--- config.mk ---
export PLATFORM = sky130hd
export DESIGN_NAME = hub_chg_reporter
export DESIGN_NICKNAME = d
export VERILOG_FILES = /design/src/rtl/hub_chg_pkg.sv /design/src/rtl/chg_bit_cell.sv /design/src/rtl/chg_rsp_gen.sv /design/src/rtl/hub_chg_reporter.sv
export SDC_FILE = /design/constraint.sdc
export NUM_CORES = 1
export LEC_CHECK = 0
export BUFFER_PORTS_ARGS = -buffer_cell sky130_fd_sc_hd__buf_2
export CORE_MARGIN = 2
export CORE_UTILIZATION = 38
export CTS_CLUSTER_SIZE = 25
export DETAILED_ROUTE_END_ITERATION = 16
export PLACE_DENSITY = 0.68
export SYNTH_ARGS = -nofsm -noshare
export SYNTH_HDL_FRONTEND = slang
export SYNTH_SLANG_ARGS = --single-unit
--- constraint.sdc ---
create_clock -name clk_i -period 0.8 [get_ports clk_i]
set_input_delay 0.04 -clock clk_i [delete_from_list [all_inputs] [get_ports clk_i]]
set_output_delay 0.04 -clock clk_i [all_outputs]
set_load 0.02 [all_outputs]
--- src/rtl/hub_chg_pkg.sv ---
package hub_chg_pkg;
  localparam int HUB_BIT = 0;

  typedef struct packed {
    logic valid;
    logic nak;
  } rsp_flags_t;
endpackage

--- src/rtl/chg_bit_cell.sv ---
module chg_bit_cell (
  input  logic clk_i,
  input  logic rst_ni,
  input  logic flush_i,
  input  logic set_i,
  input  logic clr_i,
  output logic q_o
);
  // priority: flush, then set, then clear
  always_ff @(posedge clk_i or negedge rst_ni) begin
    if (!rst_ni)      q_o <= 1'b0;
    else if (flush_i) q_o <= 1'b0;
    else if (set_i)   q_o <= 1'b1;
    else if (clr_i)   q_o <= 1'b0;
  end

  AST_SET_WINS: assert property (@(posedge clk_i) disable iff (!rst_ni)
    set_i && !flush_i |=> q_o);
  AST_BIT_HOLDS: assert property (@(posedge clk_i) disable iff (!rst_ni)
    !set_i && !clr_i && !flush_i |=> $stable(q_o));
  AST_FLUSH_EMPTY: assert property (@(posedge clk_i) disable iff (!rst_ni)
    flush_i |=> !q_o);
endmodule

--- src/rtl/chg_rsp_gen.sv ---
module chg_rsp_gen
  import hub_chg_pkg::*;
#(
  parameter int MAP_W = 8,
  parameter int SRC_W = 5
) (
  input  logic             clk_i,
  input  logic             rst_ni,
  input  logic             in_tok_i,
  input  logic             cfg_i,
  input  logic [SRC_W-1:0] map_i,
  output logic             rsp_valid_o,
  output logic             rsp_nak_o,
  output logic [MAP_W-1:0] rsp_data_o
);
  rsp_flags_t       flags_d, flags_q;
  logic [MAP_W-1:0] data_d;
  logic             has_chg;

  assign has_chg = cfg_i && (map_i != '0);

  always_comb begin
    flags_d = '0;
    data_d  = '0;
    if (in_tok_i) begin
      flags_d.valid = 1'b1;
      flags_d.nak   = !has_chg;
      if (has_chg) data_d[SRC_W-1:0] = map_i;
    end
  end

  always_ff @(posedge clk_i or negedge rst_ni) begin
    if (!rst_ni) begin
      flags_q    <= '0;
      rsp_data_o <= '0;
    end else begin
      flags_q    <= flags_d;
      rsp_data_o <= data_d;
    end
  end

  assign rsp_valid_o = flags_q.valid;
  assign rsp_nak_o   = flags_q.nak;

  AST_TOK_ANSWERED: assert property (@(posedge clk_i) disable iff (!rst_ni)
    in_tok_i |=> rsp_valid_o);
  AST_NO_TOK_SILENT: assert property (@(posedge clk_i) disable iff (!rst_ni)
    !in_tok_i |=> !rsp_valid_o && !rsp_nak_o && rsp_data_o == '0);
  AST_NAK_NO_DATA: assert property (@(posedge clk_i) disable iff (!rst_ni)
    rsp_nak_o |-> rsp_valid_o && rsp_data_o == '0);
  AST_RSV_ZERO: assert property (@(posedge clk_i) disable iff (!rst_ni)
    (rsp_data_o >> SRC_W) == '0);
  AST_UNCFG_NAK: assert property (@(posedge clk_i) disable iff (!rst_ni)
    in_tok_i && !cfg_i |=> rsp_nak_o);
endmodule

--- src/rtl/hub_chg_reporter.sv ---
module hub_chg_reporter
  import hub_chg_pkg::*;
#(
  parameter  int NUM_PORTS = 4,
  parameter  int MAP_W     = 8,
  localparam int SRC_W     = NUM_PORTS + 1,
  localparam int IDX_W     = $clog2(MAP_W)
) (
  input  logic                 clk_i,
  input  logic                 rst_ni,
  input  logic                 cfg_i,
  input  logic                 hub_chg_i,
  input  logic [NUM_PORTS-1:0] port_chg_i,
  input  logic                 eof_smp_i,
  input  logic                 clr_req_i,
  input  logic [IDX_W-1:0]     clr_idx_i,
  input  logic                 in_tok_i,
  output logic                 rsp_valid_o,
  output logic                 rsp_nak_o,
  output logic [MAP_W-1:0]     rsp_data_o
);
  logic [SRC_W-1:0] src, set_vec, clr_vec, map_q;

  always_comb begin
    src          = '0;
    src[HUB_BIT] = hub_chg_i;
    src[SRC_W-1:1] = port_chg_i;
  end

  for (genvar i = 0; i < SRC_W; i++) begin : g_bit
    assign set_vec[i] = eof_smp_i && cfg_i && src[i];
    assign clr_vec[i] = clr_req_i && (clr_idx_i == IDX_W'(i));

    chg_bit_cell u_cell (
      .clk_i   (clk_i),
      .rst_ni  (rst_ni),
      .flush_i (!cfg_i),
      .set_i   (set_vec[i]),
      .clr_i   (clr_vec[i]),
      .q_o     (map_q[i])
    );
  end

  chg_rsp_gen #(
    .MAP_W (MAP_W),
    .SRC_W (SRC_W)
  ) u_rsp (
    .clk_i       (clk_i),
    .rst_ni      (rst_ni),
    .in_tok_i    (in_tok_i),
    .cfg_i       (cfg_i),
    .map_i       (map_q),
    .rsp_valid_o (rsp_valid_o),
    .rsp_nak_o   (rsp_nak_o),
    .rsp_data_o  (rsp_data_o)
  );

  AST_NO_SAMPLE_OFF_EOF: assert property (@(posedge clk_i) disable iff (!rst_ni)
    cfg_i && !eof_smp_i && !clr_req_i |=> $stable(map_q));
  AST_CLR_ONE_HOT: assert property (@(posedge clk_i) disable iff (!rst_ni)
    $onehot0(clr_vec));
  AST_UNCFG_EMPTY: assert property (@(posedge clk_i) disable iff (!rst_ni)
    !cfg_i |=> map_q == '0);
endmodule

== Yosys cells after proc, flatten, opt, wreduce, memory -nomap -nowiden ==
Cells that the tools add are included.
Storage, ports and cells
  word-level logic and storage cells: 50
  output and inout port bits: 10
  flip-flop bits (word level): 12
Operators by class
  equal/unequal tests: 9
  multiplexer cells: 18
  reductions and logical operators: 15
Operator list (count)
  two-way mux 1 bit: 15
  inequality test 3 x 1 -> 1 bit (second input constant): 5
  logical AND 1 bit: 12
  two-way mux 5 bit: 2
  equality test 3 x 2 -> 1 bit (second input constant): 2
  nonzero test 5 bit: 1
  equality test 3 x 1 -> 1 bit (second input constant): 1
  equality test 3 bit (second input constant): 1
  zero test 3 bit: 1
  two-way mux 2 bit: 1
  zero test 1 bit: 1

== Longest topological paths before layout ==
Gate-level depths: netlist (run 1).
  depth after elaboration: 5
  depth in mapped cells: 3

== Cells and area by module ==
Synthesis (run 1) repeated with hierarchy kept, for this count alone.
Unflattened totals
  cells, all modules: 50
  area, all modules: 589.3 um2
Modules (own cells, without submodules)
  chg_rsp_gen: times used 1, area an instance 271.5 um2, cells each 19
  chg_bit_cell: times used 5, area an instance 43.8 um2, cells each 4
  hub_chg_reporter: times used 1, area an instance 98.8 um2, cells each 11

== Least setup slack after synthesis (run 1) ==
OpenSTA, ideal clock, no wires.
  path kind: register to register
  start: register g_bit[4].u_cell.q_o
  end: register u_rsp.flags_q (netlist bit u_rsp.rsp_nak_o)
  path slack: 60 ps
  library setup time: 66 ps
  clock period less this slack: 740 ps
  stages on the path, launching flop included: 3
  required time: 734 ps
  arrival time: 674 ps
  cells stage by stage: dfrtp_1 nor3b_1 a22o_1
RTL lines
  start: declaration: line chg_bit_cell.sv:7  | output logic q_o
  start signal: assignment: line chg_bit_cell.sv:11  | if (!rst_ni) q_o <= 1'b0;
  start signal: assignment: line chg_bit_cell.sv:12  | else if (flush_i) q_o <= 1'b0;
  start signal: assignment: line chg_bit_cell.sv:13  | else if (set_i) q_o <= 1'b1;
  end signal: assignment: line chg_rsp_gen.sv:37  | flags_q <= flags_d;
  end: declaration: line chg_rsp_gen.sv:16  | rsp_flags_t flags_d, flags_q;

== Final worst setup path (run 1) ==
  start: register u_rsp.flags_q (netlist bit u_rsp.rsp_valid_o)
  end: output port rsp_valid_o
RTL lines
  end: declaration: line hub_chg_reporter.sv:18  | output logic rsp_valid_o,
No word-level cell between the ends.

==> results.sh, run 1 <==
export IMPL_drc_errors=0
export IMPL_grt_max_degree=13
export IMPL_worstSetupEndpointType="output port"
export IMPL_gp_congestion=0.716
export IMPL_clockBufferDepth=2
export IMPL_fillers=114
export IMPL_critPathTopFamily="flip-flops"
export IMPL_post_cts_buffers=0
export IMPL_dieArea_um2=1650
export IMPL_design_area_um2=716
export IMPL_maxSlewViolCount=0
export IMPL_utilization=0.564
export IMPL_route_vias_total=427
export IMPL_dpl_instance_area_um2=606
export IMPL_min_delay_path_class="in -> reg"
export IMPL_drtPass1Iterations=2
export IMPL_grt_setup_unrepaired="yes"
export IMPL_synth_cell_types=17
export IMPL_worstPathMaxFanout=1
export IMPL_dp_hpwl_um=695
export IMPL_critPathLaunchType="flop"
export IMPL_diodes=0
export IMPL_fmax_mhz=1250
export IMPL_worstSetupPathType="reg -> out"
export IMPL_synth_area_per_cell_um2=11.6
export IMPL_wire_per_inst_um=11.2
export IMPL_coreArea_um2=1270
export IMPL_layout_commonest_cell="buf_2"
export IMPL_drive_gt1_frac=0.412
export IMPL_vias_per_cell=5.14
export IMPL_finalSetupViolations=1
export IMPL_rows=13
export IMPL_layout_nets=84
export IMPL_antenna_found_initial=0
export IMPL_io_pins=24
export IMPL_drt_iter0_drc=2
export IMPL_cp_slowest_stage_delay_ns=0.38
export IMPL_die_h_um=40.6
export IMPL_cts_tree="yes"
export IMPL_portBuffers=20
export IMPL_grt_pass1_vias=448
export IMPL_ir_drop_mv=0.955
export IMPL_synth_cells=44
export IMPL_finalWorstSetupSlack_ns=-0.000307
export IMPL_worst_ep_arrival_time_ns=0.76
export IMPL_clk_latency_ns=0.26
export IMPL_synth_top_area_frac=0.590
export IMPL_netlist_area_um2=509
export IMPL_start_util=0.401
export IMPL_h_tree_depth=1
export IMPL_dp_slack_ns=0.00514
export IMPL_fin_crit_sh=1.00
export IMPL_clock_sinks=12
export IMPL_status="finished with violations"
export IMPL_wirelength_um=933
export IMPL_yosysTopAreaCell="dfrtp_1"
export IMPL_grt_use_total=0.152
export IMPL_leakagePower_nw=0.369
export IMPL_power_density_nw_per_um2=1670
export IMPL_path_cells="buf_6"
export IMPL_skew_ns=0.00221
export IMPL_cts_inserted_buffers=3
export IMPL_critPathSlowestCell="dfrtp_1"
export IMPL_path_buf_inv=1
export IMPL_synthTopCellsByArea="dfrtp_1 (59%), and3_1 (6.1%), a21oi_1 (5.9%)"
export IMPL_syn2layout_area_growth_pct=40.5
export IMPL_synth_seq_cells=12
export IMPL_clockRootBuffer="clkbuf_4"
export IMPL_grt_ovfl_total=0
export IMPL_dieWidth_um=40.6
export IMPL_layout_min_cycle_time_ns=0.800
export IMPL_grt_first_pass_wirelength_um=1610
export IMPL_violations="negative setup slack"
export IMPL_cp_required_ns=0.76
export IMPL_yosysSeqAreaShare=0.590
export IMPL_hold_viol=0
export IMPL_fin_tns_setup_ns=-0.000307
export IMPL_whs_ns=0.0279
export IMPL_mostFrequentLayoutCells="buf_2 (13), dfrtp_1 (12), buf_6 (7), and3_1 (5), a21oi_1 (5)"
export IMPL_clk_pin_slew_ns=0.06
export IMPL_drv_cap=0
export IMPL_antenna_left=0
export IMPL_yosys_warnings=0
## path summary, 6_finish.rpt
check	slack [ns]	to	cells past startpoint	startpoint
max	-0.0003	rsp_valid_o	1	u_rsp.rsp_valid_o
min	0.03	g_bit[3].u_cell.q_o	2	clr_idx_i[0]
max in group asynchronous	0.41	u_rsp.rsp_data_o[0]	2	rst_ni
max reg2reg	0.02	u_rsp.rsp_nak_o	2	g_bit[4].u_cell.q_o
min in group asynchronous	0.18	u_rsp.rsp_data_o[4]	2	rst_ni
min reg2reg	0.55	u_rsp.rsp_data_o[1]	1	g_bit[1].u_cell.q_o
## layout make-up
cell class | instances | area (µm²) | share of cell area
tap | 15 | 18.8 | 0.0262
clock buffer | 3 | 22.5 | 0.0315
timing repair buffer | 23 | 174 | 0.243
multi-input combinational | 29 | 196 | 0.274
sequential | 12 | 300 | 0.420
inverter | 1 | 3.75 | 0.00524
## power breakdown
part	total (mW)	leakage, nW	internal, mW	switching (mW)
Combinational	0.203	0.197	0.0981	0.105
Clock	0.334	0.0138	0.173	0.161
Sequential	0.661	0.159	0.639	0.0225
## cell families after synthesis
logic type / after synthesis / share of synthesized area
other cells: 1 / 0.00736
compound gates: 12 / 0.162
flops: 12 / 0.590
simple gates: 14 / 0.174
buf+inv: 5 / 0.0663
## routing by layer
metal	track usage	wire length [µm]
met1	0.166	380
met2	0.262	484
met3	0.0333	59
met4	0.100	10
met5	0	0
## stage by stage
step | instances | total power, mW
after floorplan | 46 | 0.769
after global placement | 77 | 0.834
after detailed placement | 77 | 0.836
after CTS | 83 | 1.22
after global routing | 83 | 1.27
final | 83 | 1.20
## cell usage after synthesis
master / instances
conb_1: 1
buf_4: 4
a21oi_1: 6
a311oi_1: 1
a311oi_2: 1
nor3_1: 1
o21ai_0: 1
and3_1: 5
nand2_1: 3
nand3_1: 1
a22o_1: 1
and3b_1: 1
nor3b_1: 2
and4bb_2: 1
a211oi_1: 2
inv_1: 1
dfrtp_1: 12
## sequential cells by signal, indices dropped and copies added (netlist names)
| signal | count |
|---|---|
| g_bit.u_cell.q_o | 5 |
| u_rsp.rsp_data_o | 5 |
| u_rsp.rsp_nak_o | 1 |
| u_rsp.rsp_valid_o | 1 |
## timing repair
action	4_1_cts	5_1_grt
pin swaps	0	4
hold buffers	3	0
resized for setup	15	2
endpoints found under the hold margin	14	0
setup endpoints to repair	8	12
(Power assumes the default switching activity.)
==> inputs of run 2 (changes only) <==
Settings changed: SETUP_SLACK_MARGIN from default to 0.02.
==> run 2 against run 1 <==
Compared with the run above:
- the run still ends with negative setup slack left
- die area unchanged
- fmax about the same
- global-route usage unchanged
- setup slack about the same
- power decreased by 0.36%
- non-clock buffer count decreased by 1
- first-iteration DRC count decreased by 100%
- critical path depth unchanged
- wire length decreased by 2.7%
- largest power group unchanged
==> results.sh, run 2 (synthesized netlist as in run 1, its figures left out) <==
export IMPL_layout_min_cycle_time_ns=0.800
export IMPL_violations="negative setup slack"
export IMPL_r2r_cells=2
export IMPL_min_delay_path_class="in -> reg"
export IMPL_portBuffers=20
export IMPL_wirelength_um=908
export IMPL_cp_endpoint="rsp_data_o[4]"
export IMPL_grt_use_total=0.152
export IMPL_dieArea_um2=1650
export IMPL_cp_slowest_stage_delay_ns=0.37
export IMPL_share_seq_of_total_power=0.554
export IMPL_finalWorstSetupSlack_ns=-0.000133
export IMPL_hold_viol=0
export IMPL_gp_congestion=0.716
export IMPL_clk_pin_slew_ns=0.06
export IMPL_syn2layout_area_growth_pct=38.6
export IMPL_p_sw_mw=0.287
export IMPL_clockRootBuffer="clkbuf_4"
export IMPL_r2r_start="g_bit[4].u_cell.q_o"
export IMPL_worst_ep_arrival_time_ns=0.76
export IMPL_intPower_mw=0.907
export IMPL_layout_commonest_cell="buf_2"
export IMPL_rows=13
export IMPL_worstSetupStartpoint="u_rsp.rsp_data_o[4]"
export IMPL_path_cells="buf_6"
export IMPL_cts_tree="yes"
export IMPL_worstPathMaxFanout=1
export IMPL_critPathSlowestCell="dfrtp_1"
export IMPL_utilization=0.556
export IMPL_finalSetupViolations=2
export IMPL_power_density_nw_per_um2=1690
export IMPL_switching_share=0.240
export IMPL_drv_cap=0
export IMPL_skew_ns=0.00258
export IMPL_antenna_left=0
export IMPL_ir_drop_mv=0.954
export IMPL_cp_required_ns=0.76
export IMPL_hp_start="clr_idx_i[2]"
export IMPL_clockBufferDepth=2
export IMPL_start_util=0.401
export IMPL_critPathTopFamily="flip-flops"
export IMPL_drtPass1Iterations=1
export IMPL_reg2reg_to="u_rsp.rsp_nak_o"
export IMPL_grt_first_pass_wirelength_um=1610
export IMPL_diodes=0
export IMPL_grt_pass1_vias=448
export IMPL_drive_gt1_frac=0.418
export IMPL_maxSlewViolCount=0
export IMPL_p_comb_frac=0.167
export IMPL_post_cts_buffers=0
export IMPL_top_regs="g_bit.u_cell.q_o x5, u_rsp.rsp_data_o x5"
export IMPL_clock_sinks=12
export IMPL_grt_setup_unrepaired="yes"
export IMPL_antenna_found_initial=0
export IMPL_wire_per_inst_um=11.1
export IMPL_worstSetupPathType="reg -> out"
export IMPL_r2r_slack_ns=0.03
export IMPL_path_buf_inv=1
export IMPL_dieWidth_um=40.6
export IMPL_vias_per_cell=5.18
export IMPL_worstSetupEndpointType="output port"
export IMPL_fmax_mhz=1250
export IMPL_drt_iter0_drc=0
export IMPL_coreArea_um2=1270
export IMPL_grt_max_degree=13
export IMPL_crit_cells=1
export IMPL_leakagePower_nw=0.365
export IMPL_layout_nets=83
export IMPL_clkPwrFrac=0.280
export IMPL_whs_ns=0.0128
export IMPL_drc_errors=0
export IMPL_fin_crit_sh=1.00
export IMPL_grt_ovfl_total=0
export IMPL_dp_hpwl_um=695
export IMPL_mostFrequentLayoutCells="buf_2 (13), dfrtp_1 (12), buf_6 (7), and3_1 (5), a21oi_1 (5)"
export IMPL_io_pins=24
export IMPL_cts_inserted_buffers=3
export IMPL_status="finished with violations"
export IMPL_die_h_um=40.6
export IMPL_clk_latency_ns=0.26
export IMPL_h_tree_depth=1
export IMPL_critPathLaunchType="flop"
export IMPL_route_vias_total=425
[run 2: cell count changes in the layout (fill, tap and decap cells not counted)]
cell           before  now
dlygate4sd3_1       3    2
[run 2: cell type report]
cell class / count / area, µm²
timing repair buffer: 22 / 164
tap: 15 / 18.8
sequential: 12 / 300
clock buffer: 3 / 22.5
inverter: 1 / 3.75
multi-input combinational: 29 / 196
fill: 115 / 563
[run 2: worst min path at each step]
stage / endpoint / cells past startpoint
final: g_bit[4].u_cell.q_o / 2
after global routing: g_bit[4].u_cell.q_o / 2
after global placement: u_rsp.rsp_data_o[0] / 1
after CTS: g_bit[3].u_cell.q_o / 2
after floorplan: g_bit[0].u_cell.q_o / 0
after detailed placement: u_rsp.rsp_valid_o / 1
[run 2: power groups by stage]
stage / registers (mW) / clock network (mW) / logic, mW
after CTS: 0.659 / 0.357 / 0.200
after global placement: 0.664 / 0 / 0.170
final: 0.661 / 0.334 / 0.199
after detailed placement: 0.666 / 0 / 0.170
after floorplan: 0.683 / 0 / 0.0858
after global routing: 0.665 / 0.377 / 0.224
[run 2: timing repair]
action,CTS,global route
pin swaps,1,4
gates resized for setup,15,2
hold buffers,3,0
setup endpoints to repair,8,12
endpoints found under the hold margin,14,0
[run 2: layer usage]
metal,GRT usage,routed length (µm)
met1,0.166,369
met2,0.262,470
met3,0.0333,58
met4,0.100,10
met5,0,0
[run 2: metrics by stage]
stage	total power, mW	setup TNS, ns	cell area (µm²)	cells	setup slack [ns]
final	1.19	-0.000238	706	82	-0.000133
after global routing	1.27	-0.232	706	82	-0.0334
after CTS	1.22	-0.0926	707	83	-0.0204
after detailed placement	0.836	0	606	77	0.00514
after global placement	0.834	0	606	77	0.0357
after floorplan	0.769	0	517	46	0.0603
==> inputs of run 3 (changes only) <==
Settings changed: MAX_ROUTING_LAYER from default to met4.
==> run 3 against run 2 <==
Compared with the run above:
- the run still ends with negative setup slack left
- worst hold slack barely moved
- via count did not move
- global-route usage rose by 0.43 points
- wire length fell by 0.66%
- clock skew did not move
- largest cell class unchanged
- count of clock-buffer cells in the layout did not move
- sequential cell count did not move
- core utilization did not move
- power barely moved
==> results.sh, run 3 (synthesized netlist as in run 1, its figures left out) <==
export IMPL_worstSetupPathType="reg -> out"
export IMPL_clk_latency_ns=0.26
export IMPL_grt_setup_unrepaired="yes"
export IMPL_status="finished with violations"
export IMPL_clk_pin_slew_ns=0.06
export IMPL_coreArea_um2=1270
export IMPL_dpl_instance_area_um2=606
export IMPL_diodes=0
export IMPL_finalPower_mw=1.19
export IMPL_critPathSlowestCell="dfrtp_1"
export IMPL_dp_hpwl_um=695
export IMPL_design_area_um2=706
export IMPL_grt_max_degree=13
export IMPL_worstSetupEndpointType="output port"
export IMPL_clockRootBuffer="clkbuf_4"
export IMPL_die_h_um=40.6
export IMPL_grt_pass1_vias=446
export IMPL_cts_inserted_buffers=3
export IMPL_layout_commonest_cell="buf_2"
export IMPL_grt_ovfl_total=0
export IMPL_finalSetupViolations=2
export IMPL_drv_cap=0
export IMPL_violations="negative setup slack"
export IMPL_path_cells="buf_6"
export IMPL_fillers=115
export IMPL_clockBufferDepth=2
export IMPL_mostFrequentLayoutCells="buf_2 (13), dfrtp_1 (12), buf_6 (7), and3_1 (5), a21oi_1 (5)"
export IMPL_clock_sinks=12
export IMPL_antenna_found_initial=0
export IMPL_h_tree_depth=1
export IMPL_grt_first_pass_wirelength_um=1610
export IMPL_cp_required_ns=0.76
export IMPL_portBuffers=20
export IMPL_layout_min_cycle_time_ns=0.800
export IMPL_route_vias_total=425
export IMPL_min_delay_path_class="in -> reg"
export IMPL_antenna_left=0
export IMPL_maxSlewViolCount=0
export IMPL_drt_iter0_drc=0
export IMPL_drtPass1Iterations=1
export IMPL_wire_per_inst_um=11.0
export IMPL_top_regs="g_bit.u_cell.q_o x5, u_rsp.rsp_data_o x5"
export IMPL_dieArea_um2=1650
export IMPL_rows=13
export IMPL_syn2layout_area_growth_pct=38.6
export IMPL_cts_tree="yes"
export IMPL_fmax_mhz=1250
export IMPL_skew_ns=0.00258
export IMPL_critPathTopFamily="flip-flops"
export IMPL_grt_use_total=0.157
export IMPL_layout_nets=83
export IMPL_critPathLaunchType="flop"
export IMPL_drc_errors=0
export IMPL_drive_gt1_frac=0.418
export IMPL_hold_viol=0
export IMPL_vias_per_cell=5.18
export IMPL_dieWidth_um=40.6
export IMPL_fin_crit_sh=1.00
export IMPL_leakagePower_nw=0.365
export IMPL_path_buf_inv=1
export IMPL_start_util=0.401
export IMPL_ir_drop_mv=0.954
export IMPL_cp_slowest_stage_delay_ns=0.37
export IMPL_wirelength_um=902
export IMPL_io_pins=24
export IMPL_finalWorstSetupSlack_ns=-0.000133
export IMPL_worst_ep_arrival_time_ns=0.76
export IMPL_power_density_nw_per_um2=1690
export IMPL_worstPathMaxFanout=1
export IMPL_gp_congestion=0.725
export IMPL_fin_tns_setup_ns=-0.000239
[run 3: cell counts in the layout (fill, tap and decap cells not counted)]
No cell type changed its count.
[run 3: cell type report]
type,instances,area (µm²),area share
Sequential cell,12,300,0.426
Multi-Input combinational cell,29,196,0.278
Timing Repair Buffer,22,164,0.232
Clock buffer,3,22.5,0.0319
Tap cell,15,18.8,0.0266
Inverter,1,3.75,0.00532
[run 3: path summary, 6_finish.rpt]
check	start	end	slack, ns	cells past startpoint
max	u_rsp.rsp_data_o[4]	rsp_data_o[4]	-0.0001	1
min	clr_idx_i[2]	g_bit[4].u_cell.q_o	0.01	2
max reg2reg	g_bit[4].u_cell.q_o	u_rsp.rsp_nak_o	0.03	2
min reg2reg	g_bit[1].u_cell.q_o	u_rsp.rsp_data_o[1]	0.55	1
max in group asynchronous	rst_ni	u_rsp.rsp_data_o[0]	0.41	2
min in group asynchronous	rst_ni	u_rsp.rsp_data_o[4]	0.18	2
[run 3: stage by stage]
stage | hold slack [ns] | instances | util | setup WS [ns]
6_report | 0.0126 | 82 | 0.556 | -0.000133
5_1_grt | 0.0255 | 82 | 0.556 | -0.0334
4_1_cts | 0.0173 | 83 | 0.557 | -0.0204
3_5_place_dp | -0.0737 | 77 | 0.477 | 0.00514
3_3_place_gp | -0.0783 | 77 | 0.477 | 0.0357
2_1_floorplan | -0.256 | 46 | - | 0.0603
[run 3: repair_timing]
item,CTS,global route
setup buffers,0,0
resized for setup,15,2
endpoints found under the hold margin,14,0
pin swaps,1,4
setup endpoints to repair,8,12
hold buffers,3,0
[run 3: layer usage]
layer | share of wire | up-vias | global-route usage | wire length, µm
li1 | - | 203 | - | -
met1 | 0.40 | 201 | 0.166 | 360
met2 | 0.52 | 19 | 0.262 | 470
met3 | 0.067 | 2 | 0.0333 | 60
met4 | 0.011 | 0 | 0.100 | 10
met5 | 0 | - | - | 0
[run 3: report_power, final]
part	switching [mW]	internal [mW]	leakage, nW
registers	0.0224	0.639	0.159
clock network	0.161	0.173	0.0138
logic	0.104	0.0949	0.193
total	0.287	0.907	0.365
